$ cat src/rtl/mbox_pkg.sv
package mbox_pkg;
  typedef struct packed {
    logic [63:0] w0;
    logic [31:0] w1;
  } mbox_msg_t;

  localparam int unsigned FULL_BIT  = 16;
  localparam int unsigned EMPTY_BIT = 17;
  localparam int unsigned ERR_BIT   = 0;

  localparam logic [7:0] OFS_SEND0 = 8'h10;
  localparam logic [7:0] OFS_SEND1 = 8'h18;
  localparam logic [7:0] OFS_RECV0 = 8'h20;
  localparam logic [7:0] OFS_RECV1 = 8'h28;

  function automatic logic [7:0] ctrl_addr(int unsigned ch);
    return (ch == 0) ? 8'h50 : 8'h80;
  endfunction
endpackage

$ cat src/rtl/mbox_fifo.sv
module mbox_fifo
  import mbox_pkg::*;
#(
  parameter int unsigned DEPTH = 16
) (
  input  logic                     clk_i,
  input  logic                     rst_ni,
  input  logic                     push_i,
  input  mbox_msg_t                msg_i,
  input  logic                     pop_i,
  input  logic                     clr_err_i,
  output mbox_msg_t                head_o,
  output logic                     full_o,
  output logic                     empty_o,
  output logic [$clog2(DEPTH)-1:0] wptr_o,
  output logic [$clog2(DEPTH)-1:0] rptr_o,
  output logic [$clog2(DEPTH+1)-1:0] count_o,
  output logic                     err_o
);
  localparam int unsigned PTR_W = $clog2(DEPTH);
  localparam int unsigned CNT_W = $clog2(DEPTH + 1);

  mbox_msg_t        mem [DEPTH];
  logic [PTR_W-1:0] wptr_q, rptr_q;
  logic [CNT_W-1:0] cnt_q;
  logic             err_q;
  logic             do_push, do_pop;

  assign full_o  = (cnt_q == CNT_W'(DEPTH));
  assign empty_o = (cnt_q == '0);
  assign do_push = push_i && !full_o;
  assign do_pop  = pop_i && !empty_o;

  always_ff @(posedge clk_i) begin
    if (do_push) mem[wptr_q] <= msg_i;
  end

  always_ff @(posedge clk_i or negedge rst_ni) begin
    if (!rst_ni) begin
      wptr_q <= '0;
      rptr_q <= '0;
      cnt_q  <= '0;
      err_q  <= 1'b0;
    end else begin
      if (do_push) wptr_q <= wptr_q + 1'b1;
      if (do_pop)  rptr_q <= rptr_q + 1'b1;
      case ({do_push, do_pop})
        2'b10:   cnt_q <= cnt_q + 1'b1;
        2'b01:   cnt_q <= cnt_q - 1'b1;
        default: cnt_q <= cnt_q;
      endcase
      // set wins over a same-cycle clear
      if ((push_i && full_o) || (pop_i && empty_o)) err_q <= 1'b1;
      else if (clr_err_i)                            err_q <= 1'b0;
    end
  end

  assign head_o  = empty_o ? '0 : mem[rptr_q];
  assign wptr_o  = wptr_q;
  assign rptr_o  = rptr_q;
  assign count_o = cnt_q;
  assign err_o   = err_q;
endmodule

$ cat src/rtl/mbox_chan.sv
module mbox_chan
  import mbox_pkg::*;
#(
  parameter int unsigned DEPTH = 16,
  parameter int unsigned CH    = 0
) (
  input  logic        clk_i,
  input  logic        rst_ni,
  input  logic        wr_en_i,
  input  logic        rd_en_i,
  input  logic [7:0]  addr_i,
  input  logic [63:0] wdata_i,
  output logic [63:0] rdata_o,
  output logic        full_o,
  output logic        empty_o
);
  localparam int unsigned PTR_W = $clog2(DEPTH);
  localparam int unsigned CNT_W = $clog2(DEPTH + 1);
  localparam logic [7:0] A_CTRL  = ctrl_addr(CH);
  localparam logic [7:0] A_SEND0 = A_CTRL + OFS_SEND0;
  localparam logic [7:0] A_SEND1 = A_CTRL + OFS_SEND1;
  localparam logic [7:0] A_RECV0 = A_CTRL + OFS_RECV0;
  localparam logic [7:0] A_RECV1 = A_CTRL + OFS_RECV1;

  logic [63:0]      stage_q;
  mbox_msg_t        head, msg_in;
  logic [PTR_W-1:0] wptr, rptr;
  logic [CNT_W-1:0] cnt;
  logic             err, push, pop, clr;
  logic [3:0]       icnt_f;

  always_ff @(posedge clk_i or negedge rst_ni) begin
    if (!rst_ni)                             stage_q <= '0;
    else if (wr_en_i && addr_i == A_SEND0)   stage_q <= wdata_i;
  end

  assign push   = wr_en_i && (addr_i == A_SEND1);
  assign pop    = rd_en_i && (addr_i == A_RECV1);
  assign clr    = wr_en_i && (addr_i == A_CTRL) && wdata_i[ERR_BIT];
  assign msg_in = '{w0: stage_q, w1: wdata_i[31:0]};

  mbox_fifo #(.DEPTH(DEPTH)) u_fifo (
    .clk_i, .rst_ni,
    .push_i   (push),
    .msg_i    (msg_in),
    .pop_i    (pop),
    .clr_err_i(clr),
    .head_o   (head),
    .full_o,
    .empty_o,
    .wptr_o   (wptr),
    .rptr_o   (rptr),
    .count_o  (cnt),
    .err_o    (err)
  );

  assign icnt_f = (cnt > CNT_W'(15)) ? 4'hF : 4'(cnt);

  always_comb begin
    rdata_o = '0;
    if (rd_en_i) begin
      unique case (addr_i)
        A_CTRL: begin
          rdata_o[FULL_BIT]  = full_o;
          rdata_o[EMPTY_BIT] = empty_o;
          rdata_o[ERR_BIT]   = err;
        end
        A_RECV0: rdata_o = head.w0;
        A_RECV1: rdata_o = {7'b0, 5'(cnt), icnt_f, 4'(rptr), 4'(wptr), 8'b0, head.w1};
        default: rdata_o = '0;
      endcase
    end
  end
endmodule

$ cat src/rtl/mbox_dual_fifo.sv
module mbox_dual_fifo #(
  parameter int unsigned DEPTH = 16
) (
  input  logic        clk_i,
  input  logic        rst_ni,
  input  logic        wr_en_i,
  input  logic        rd_en_i,
  input  logic [7:0]  addr_i,
  input  logic [63:0] wdata_i,
  output logic [63:0] rdata_o,
  output logic        a2i_full_o,
  output logic        a2i_empty_o,
  output logic        i2a_full_o,
  output logic        i2a_empty_o
);
  localparam int unsigned N_CH = 2;

  logic [63:0] ch_rdata [N_CH];
  logic [N_CH-1:0] ch_full, ch_empty;

  for (genvar c = 0; c < N_CH; c++) begin : g_ch
    mbox_chan #(.DEPTH(DEPTH), .CH(c)) u_chan (
      .clk_i, .rst_ni, .wr_en_i, .rd_en_i, .addr_i, .wdata_i,
      .rdata_o(ch_rdata[c]),
      .full_o (ch_full[c]),
      .empty_o(ch_empty[c])
    );
  end

  // channels decode disjoint offsets; non-hit channels drive zero
  assign rdata_o     = ch_rdata[0] | ch_rdata[1];
  assign a2i_full_o  = ch_full[0];
  assign a2i_empty_o = ch_empty[0];
  assign i2a_full_o  = ch_full[1];
  assign i2a_empty_o = ch_empty[1];
endmodule

$ cat config.mk
export PLATFORM = sky130hd
export DESIGN_NAME = mbox_dual_fifo
export DESIGN_NICKNAME = d
export VERILOG_FILES = /design/src/rtl/mbox_pkg.sv /design/src/rtl/mbox_fifo.sv /design/src/rtl/mbox_chan.sv /design/src/rtl/mbox_dual_fifo.sv
export SDC_FILE = /design/constraint.sdc
export NUM_CORES = 2
export LEC_CHECK = 0
export BUFFER_PORTS_ARGS = -buffer_cell sky130_fd_sc_hd__buf_4
export CORE_MARGIN = 2
export CORE_UTILIZATION = 29
export DETAILED_ROUTE_END_ITERATION = 8
export PLACE_DENSITY_LB_ADDON = 0.25
export SYNTH_ARGS = -nofsm -noshare
export SYNTH_HDL_FRONTEND = slang
export SYNTH_SLANG_ARGS = --single-unit
$ cat constraint.sdc
create_clock -name clk_i -period 33.9 [get_ports clk_i]
set_clock_uncertainty 0.15 [all_clocks]
set_input_delay 0 -clock clk_i [delete_from_list [all_inputs] [get_ports clk_i]]
set_output_delay 0 -clock clk_i [all_outputs]
set_load 0.02 [all_outputs]
---- After elaboration in Yosys (flattened, before gate mapping) ----
Memory sizes are Yosys's and may differ from the RTL's.
Index checks and enable logic that the tools add are counted.
word-level totals
  register bits ........................... 156
  bits in writable memories ............... 3072
  bits of input ports ..................... 76
  word-level logic and storage cells ...... 93
  memories ................................ 2
memory list
  memory                     depth  bits a word  read ports  clocked after memory_dff  write ports  line             text
  g_ch[0].u_chan.u_fifo.mem  16     96           1           0                         1            mbox_fifo.sv:23  mbox_msg_t mem [DEPTH];
  g_ch[1].u_chan.u_fifo.mem  16     96           1           0                         1            mbox_fifo.sv:23
cells by class
  $add $sub $neg .......................... 8
  order comparisons ....................... 2
  equality and inequality tests ........... 16
  mux-type cells .......................... 24
  bitwise gates (word level) .............. 1
  reductions and logical operators ........ 30
operators by type and width
  operator               count
  $mux W96               2
  $pmux W46 S2           2
  $mux W64               2
  $or A64 B64 Y64        1
  $pmux W15 S2           2
  $eq A8 B7 Y1 const B   5
  $eq A8 B8 Y1 const B   5
  $pmux W5 S2            2
  $logic_and A1 B1 Y1    18
  $add A4 B1 Y4 const B  4
  $pmux W2 S3            2
  $add A5 B1 Y5 const B  2
  $eq A5 B5 Y1 const B   2
  $gt A5 B4 Y1 const B   2
  $logic_not A5 Y1       2
  $sub A5 B1 Y5 const B  2
  $mux W1                8
  $mux W4                2
  $reduce_bool A2 Y1     4
  $pmux W1 S3            2
  $eq A2 B1 Y1 const B   2
  $eq A2 B2 Y1 const B   2
  $logic_not A1 Y1       4
  $logic_or A1 B1 Y1     2

---- Longest topological paths before layout ----
  word-level depth ........................ 5
  mapped depth ............................ 15

---- Modules after synthesis ----
From an unflattened synthesis, not the netlist that was laid out.
unflattened totals
  cells, all modules ...................... 6609
  area total of the unflattened synthesis .. 129464.2 um^2
modules (own cells, without submodules)
  module                       instances  cells an instance  area an instance (um^2)
  mbox_fifo                    2          2995               61071.1
  mbox_chan at g_ch[1].u_chan  1          277                3594.7
  mbox_chan at g_ch[0].u_chan  1          278                3326.9
  mbox_dual_fifo               1          64                 400.4

---- Worst setup path after synthesis ----
No wires, ideal clock.
  path kind ............................... reg-to-reg
  start point ............................. reg g_ch[1].u_chan.u_fifo.cnt_q[1]
  end point ............................... mem g_ch[1].u_chan.u_fifo.mem[1][0] in the netlist's numbering, enable pin
  library setup time ...................... 820 ps
  arrival time ............................ 11113 ps
  required time ........................... 32930 ps
  path slack .............................. 21817 ps
  stages on the path, launching flop included .. 8
  buffers on the path ..................... 1
  clock period less this slack ............ 12083 ps
  path through ............................ dfrtp_1 -> clkbuf_1 -> nor4_1 -> nand2_1 -> inv_1 -> nor3_1 -> inv_1 -> nor4b_1
between the ends
  longest elaborated chain between the ends .. 5
RTL lines
  item                           line                  text
  start, declared                mbox_fifo.sv:25       logic [CNT_W-1:0] cnt_q;
  start signal, assigned         mbox_fifo.sv:48       2'b10: cnt_q <= cnt_q + 1'b1;
  start signal, assigned         mbox_fifo.sv:49       2'b01: cnt_q <= cnt_q - 1'b1;
  start signal, assigned         mbox_fifo.sv:50       default: cnt_q <= cnt_q;
  $eq A5 B5 Y1                   mbox_fifo.sv:29       assign full_o = (cnt_q == CNT_W'(DEPTH));
  named net i2a_full_o           mbox_dual_fifo.sv:13  output logic i2a_full_o,
  $logic_not A1 Y1               mbox_fifo.sv:31       assign do_push = push_i && !full_o;
  $logic_and A1 B1 Y1            mbox_fifo.sv:31
  $mux W1                        mbox_fifo.sv:35       if (do_push) mem[wptr_q] <= msg_i;
  $mux W1 (implied by the code)  mbox_fifo.sv:35
  end, declared                  mbox_fifo.sv:23
The timed path passes the listed nets, and every way through them passes these cells.

---- Worst setup path after layout ----
  start point ............................. reg g_ch[0].u_chan.u_fifo.rptr_q[0]
  end point ............................... out rdata_o[29]
between the ends
  longest elaborated chain between the ends .. 5
RTL lines
  item                    line                  text
  start, declared         mbox_fifo.sv:24       logic [PTR_W-1:0] wptr_q, rptr_q;
  start signal, assigned  mbox_fifo.sv:46       if (do_pop) rptr_q <= rptr_q + 1'b1;
  $mem_v2 Z16 W96         -
  $mux W96                mbox_fifo.sv:58       assign head_o = empty_o ? '0 : mem[rptr_q];
  $pmux W46 S2            mbox_chan.sv:62       unique case (addr_i)
  $mux W64                mbox_chan.sv:61       if (rd_en_i) begin
  $or A64 B64 Y64         mbox_dual_fifo.sv:31  assign rdata_o = ch_rdata[0] | ch_rdata[1];
  end, declared           mbox_dual_fifo.sv:10  output logic [63:0] rdata_o,
Every way passes these cells.

==> impl_results.md <==
- Status: finished, final reports clean
- Largest net degree at the start of global routing: 99
- Width of the die: 655 um
- Root Buffer: clkbuf_16
- Leakage: 0.0449 uW
- CP arrival: 6.59 ns
- Worst skew pair latency: 0.89 ns
- WHS: 0.0547 ns
- Final HPWL DP: 191,000 um
- Slew of the pin with the lowest slew margin: 1.24 ns
- Tmin final: 6.74 ns
- Post_cts resized: 0
- Fmax: 148 MHz
- Final Hold Fails: 0
- Hold Crit Class: input port to flop
- PwrDens: 57.9 mW/mm2
- Avg Cell Area, Syn: 23.0 um2
- CP startpoint kind: flop
- Post-route worst setup slack: roughly 27 ns
- Synth warn: 0
- Utilization after layout: 34.0%
- Peak supply drop: 0.0368 mV
- Worst R2R Path Depth: 10
- Syn nets: 5,441
- Via Count: 59,300
- Post-layout nets: 5,915
- Final Max Tran Viols: 0
- Crit-path cells: buf_12, buf_4, buf_4, buf_4, mux4_2, a22oi_1, a21oi_1, nor2_1, a21oi_1, buf_4
- Vias per cell: 5.04
- Num Clock Sinks: 3,228
- Fillers: a little under 40,000
- Setup violators final: 0
- Post-Route WL: roughly 350,000 um
- CTS buffer count: 323
- Fraction of registers with async set/reset: 4.83%
- Hold path start: wdata_i[10]
- Initial antenna violation count: 27
- Critical path's slowest cell: dfrtp_4
- Reg2reg end: g_ch[1].u_chan.u_fifo.mem[10][23]
- First-pass GRT wire length: 495,000 um
- Unique masters post-synth: around 70
- Vias in the first global route: 61,700
- GPL Wtd Cong: 0.818
- Overflow after GRT: 0
- DIE HEIGHT: between 600 and 700 um
- Worst setup EP type: output port
- Setup WS pre-CTS: about 28 ns
- CP peak stage delay: 0.98 ns
- Sequential Area: 0.0962 mm2
- # H-tree levels: 5
- Routed WL per cell: 30.1 um
- Hold EP: g_ch[1].u_chan.u_fifo.mem[1][10]
- Post-Synthesis Cells: between 5,000 and 6,000
- Antenna-violating nets left: 0
- Initial DRC Count: 5,843
- Depth of the worst hold-timing path: 2
- Fraction of final layout cells sized beyond drive strength 1: 28.5%
- CTS tree: done
- Setup_tns: 0 ns
- Clk slew on worst S/H paths: approximately 0.07 ns
- Setup CP Type: flop to output port
- Top FF cell, synth: edfxtp_1
- Reg-to-Reg Start: g_ch[1].u_chan.u_fifo.count_o[1]
- Slew margin rel.: 17.2%
- RSZ-0062 raised after global routing: no
- Area of the multi-input gates: around 0.025 mm2
- Area Growth Syn to Fin: 17.0%
- Critical Path RT: 33.75 ns
- CP dominant cell by count: buf_4
- Mapped cell area: 0.123 mm2
- Rows: 239
- # DRC: 0
- FF-to-FF setup slack: 29.04 ns
- IO Count: 144
- Period utilization: about a fifth
- Post-synthesis sequential area ratio: 78.2%
- Most common cell after layout, fill and taps aside: edfxtp_1
- Most frequent cells in the layout: 3,072 x edfxtp_1, 793 x mux4_2, 333 x clkbuf_16, 301 x a22oi_1, 277 x buf_4
- Yosys reg bits: 3,228
- DRT Pass-1 Iters: 5
- Number of synthesized flops with an enable pin: 3,072
- Clock buffer depth: 4
- Initial Util: between 20% and 30%
- Total track usage: 16.3%
- Buffers on Ports: 143
- Max-capacitance violation count: 0
- Die ar.: 0.429 mm2
- Critical path fanouts, max: 77
- Total core area: about 0.42 mm2
-- synthesized netlist by cell type (all sizes together) (21+ instances only) --
| cell | number | area share [%] |
|---|---|---|
| clkbuf | 134 | 0.41 |
| a22oi | 301 | 1.8 |
| a21oi | 165 | 0.67 |
| buf | 173 | 0.81 |
| nor2 | 112 | 0.35 |
| mux2i | 21 | 0.17 |
| o21ai | 26 | 0.11 |
| o22ai | 21 | 0.11 |
| edfxtp | 3072 | 75 |
| nand2 | 26 | 0.079 |
| dfrtp | 156 | 3.2 |
| mux4 | 800 | 15 |
| mux2 | 142 | 1.3 |
-- where the power goes --
group,switching [uW],leakage [uW],internal [uW]
Clock,1500,0.00525,2160
Combinational,129,0.00894,122
Sequential,41.0,0.0307,4370
-- timing repair --
item / 4_1_cts / 5_1_grt
hold buffers: 162 / 0
hold endpoints to repair: 1256 / 0
buffers inserted: 0 / 0
-- worst max-delay path: cells and delay by family, from the launching register on --
kind	cells	cell delay, ns
buf+inv	5	3.17
flops	1	0.98
mux	1	0.60
compound gates	3	0.50
simple gates	1	0.16
-- cell type report --
cell class,count,share of cell area [%]
clock inverter,152,1.25
timing repair buffer,456,2.88
sequential,3228,66.9
antenna,11,0.0191
tap,5663,4.93
multi-input combinational,1797,17.7
clock buffer,438,6.24
inverter,17,0.0453
-- cells by family after synthesis --
kind of cell	Yosys count	synth area share, %
AO/OA/AOI/OAI	553	3.01
XOR/XNOR	25	0.178
adder cells (fa/ha/maj)	16	0.163
buffers and inverters	324	1.27
flip-flops	3228	78.2
multiplexers	963	16.2
AND/OR/NAND/NOR	240	0.980
-- sequential cells by signal, summed over array words and instances (netlist names) --
signal	count
g_ch.u_chan.u_fifo.wptr_o	8
g_ch.u_chan.u_fifo.count_o	10
g_ch.u_chan.stage_q	128
g_ch.u_chan.u_fifo.err_o	2
g_ch.u_chan.u_fifo.rptr_o	8
g_ch.u_chan.u_fifo.mem	3072
-- how the worst max path moves through the flow --
stage	from	to	cells past startpoint
3_3_place_gp	g_ch[0].u_chan.u_fifo.rptr_o[0]	rdata_o[19]	10
5_1_grt	g_ch[0].u_chan.u_fifo.rptr_o[0]	rdata_o[30]	10
4_1_cts	g_ch[0].u_chan.u_fifo.rptr_o[0]	rdata_o[29]	10
3_5_place_dp	g_ch[0].u_chan.u_fifo.rptr_o[0]	rdata_o[29]	10
2_1_floorplan	g_ch[1].u_chan.u_fifo.count_o[1]	g_ch[1].u_chan.u_fifo.mem[1][0]	7
6_report	g_ch[0].u_chan.u_fifo.rptr_o[0]	rdata_o[29]	10
-- through the flow --
| stage | std cells | cell area (um2) | power [uW] |
|---|---|---|---|
| floorplan | 5349 | 123000 | 4630 |
| global placement | 11000 | 131000 | 4730 |
| detailed placement | 11000 | 131000 | 4730 |
| CTS | 11800 | 144000 | 8410 |
| global route | 11800 | 144000 | 8570 |
| finish | 11800 | 144000 | 8330 |
-- per-layer routing --
layer	vias up	GRT usage [%]	part of all wire (%)
met2	1746	27.7	50
met5	-	0	0.0073
li1	23800	-	-
met3	446	2.22	4.9
met4	4	4.36	2.7
met1	33300	21.8	42
(Power assumes the default switching activity.)
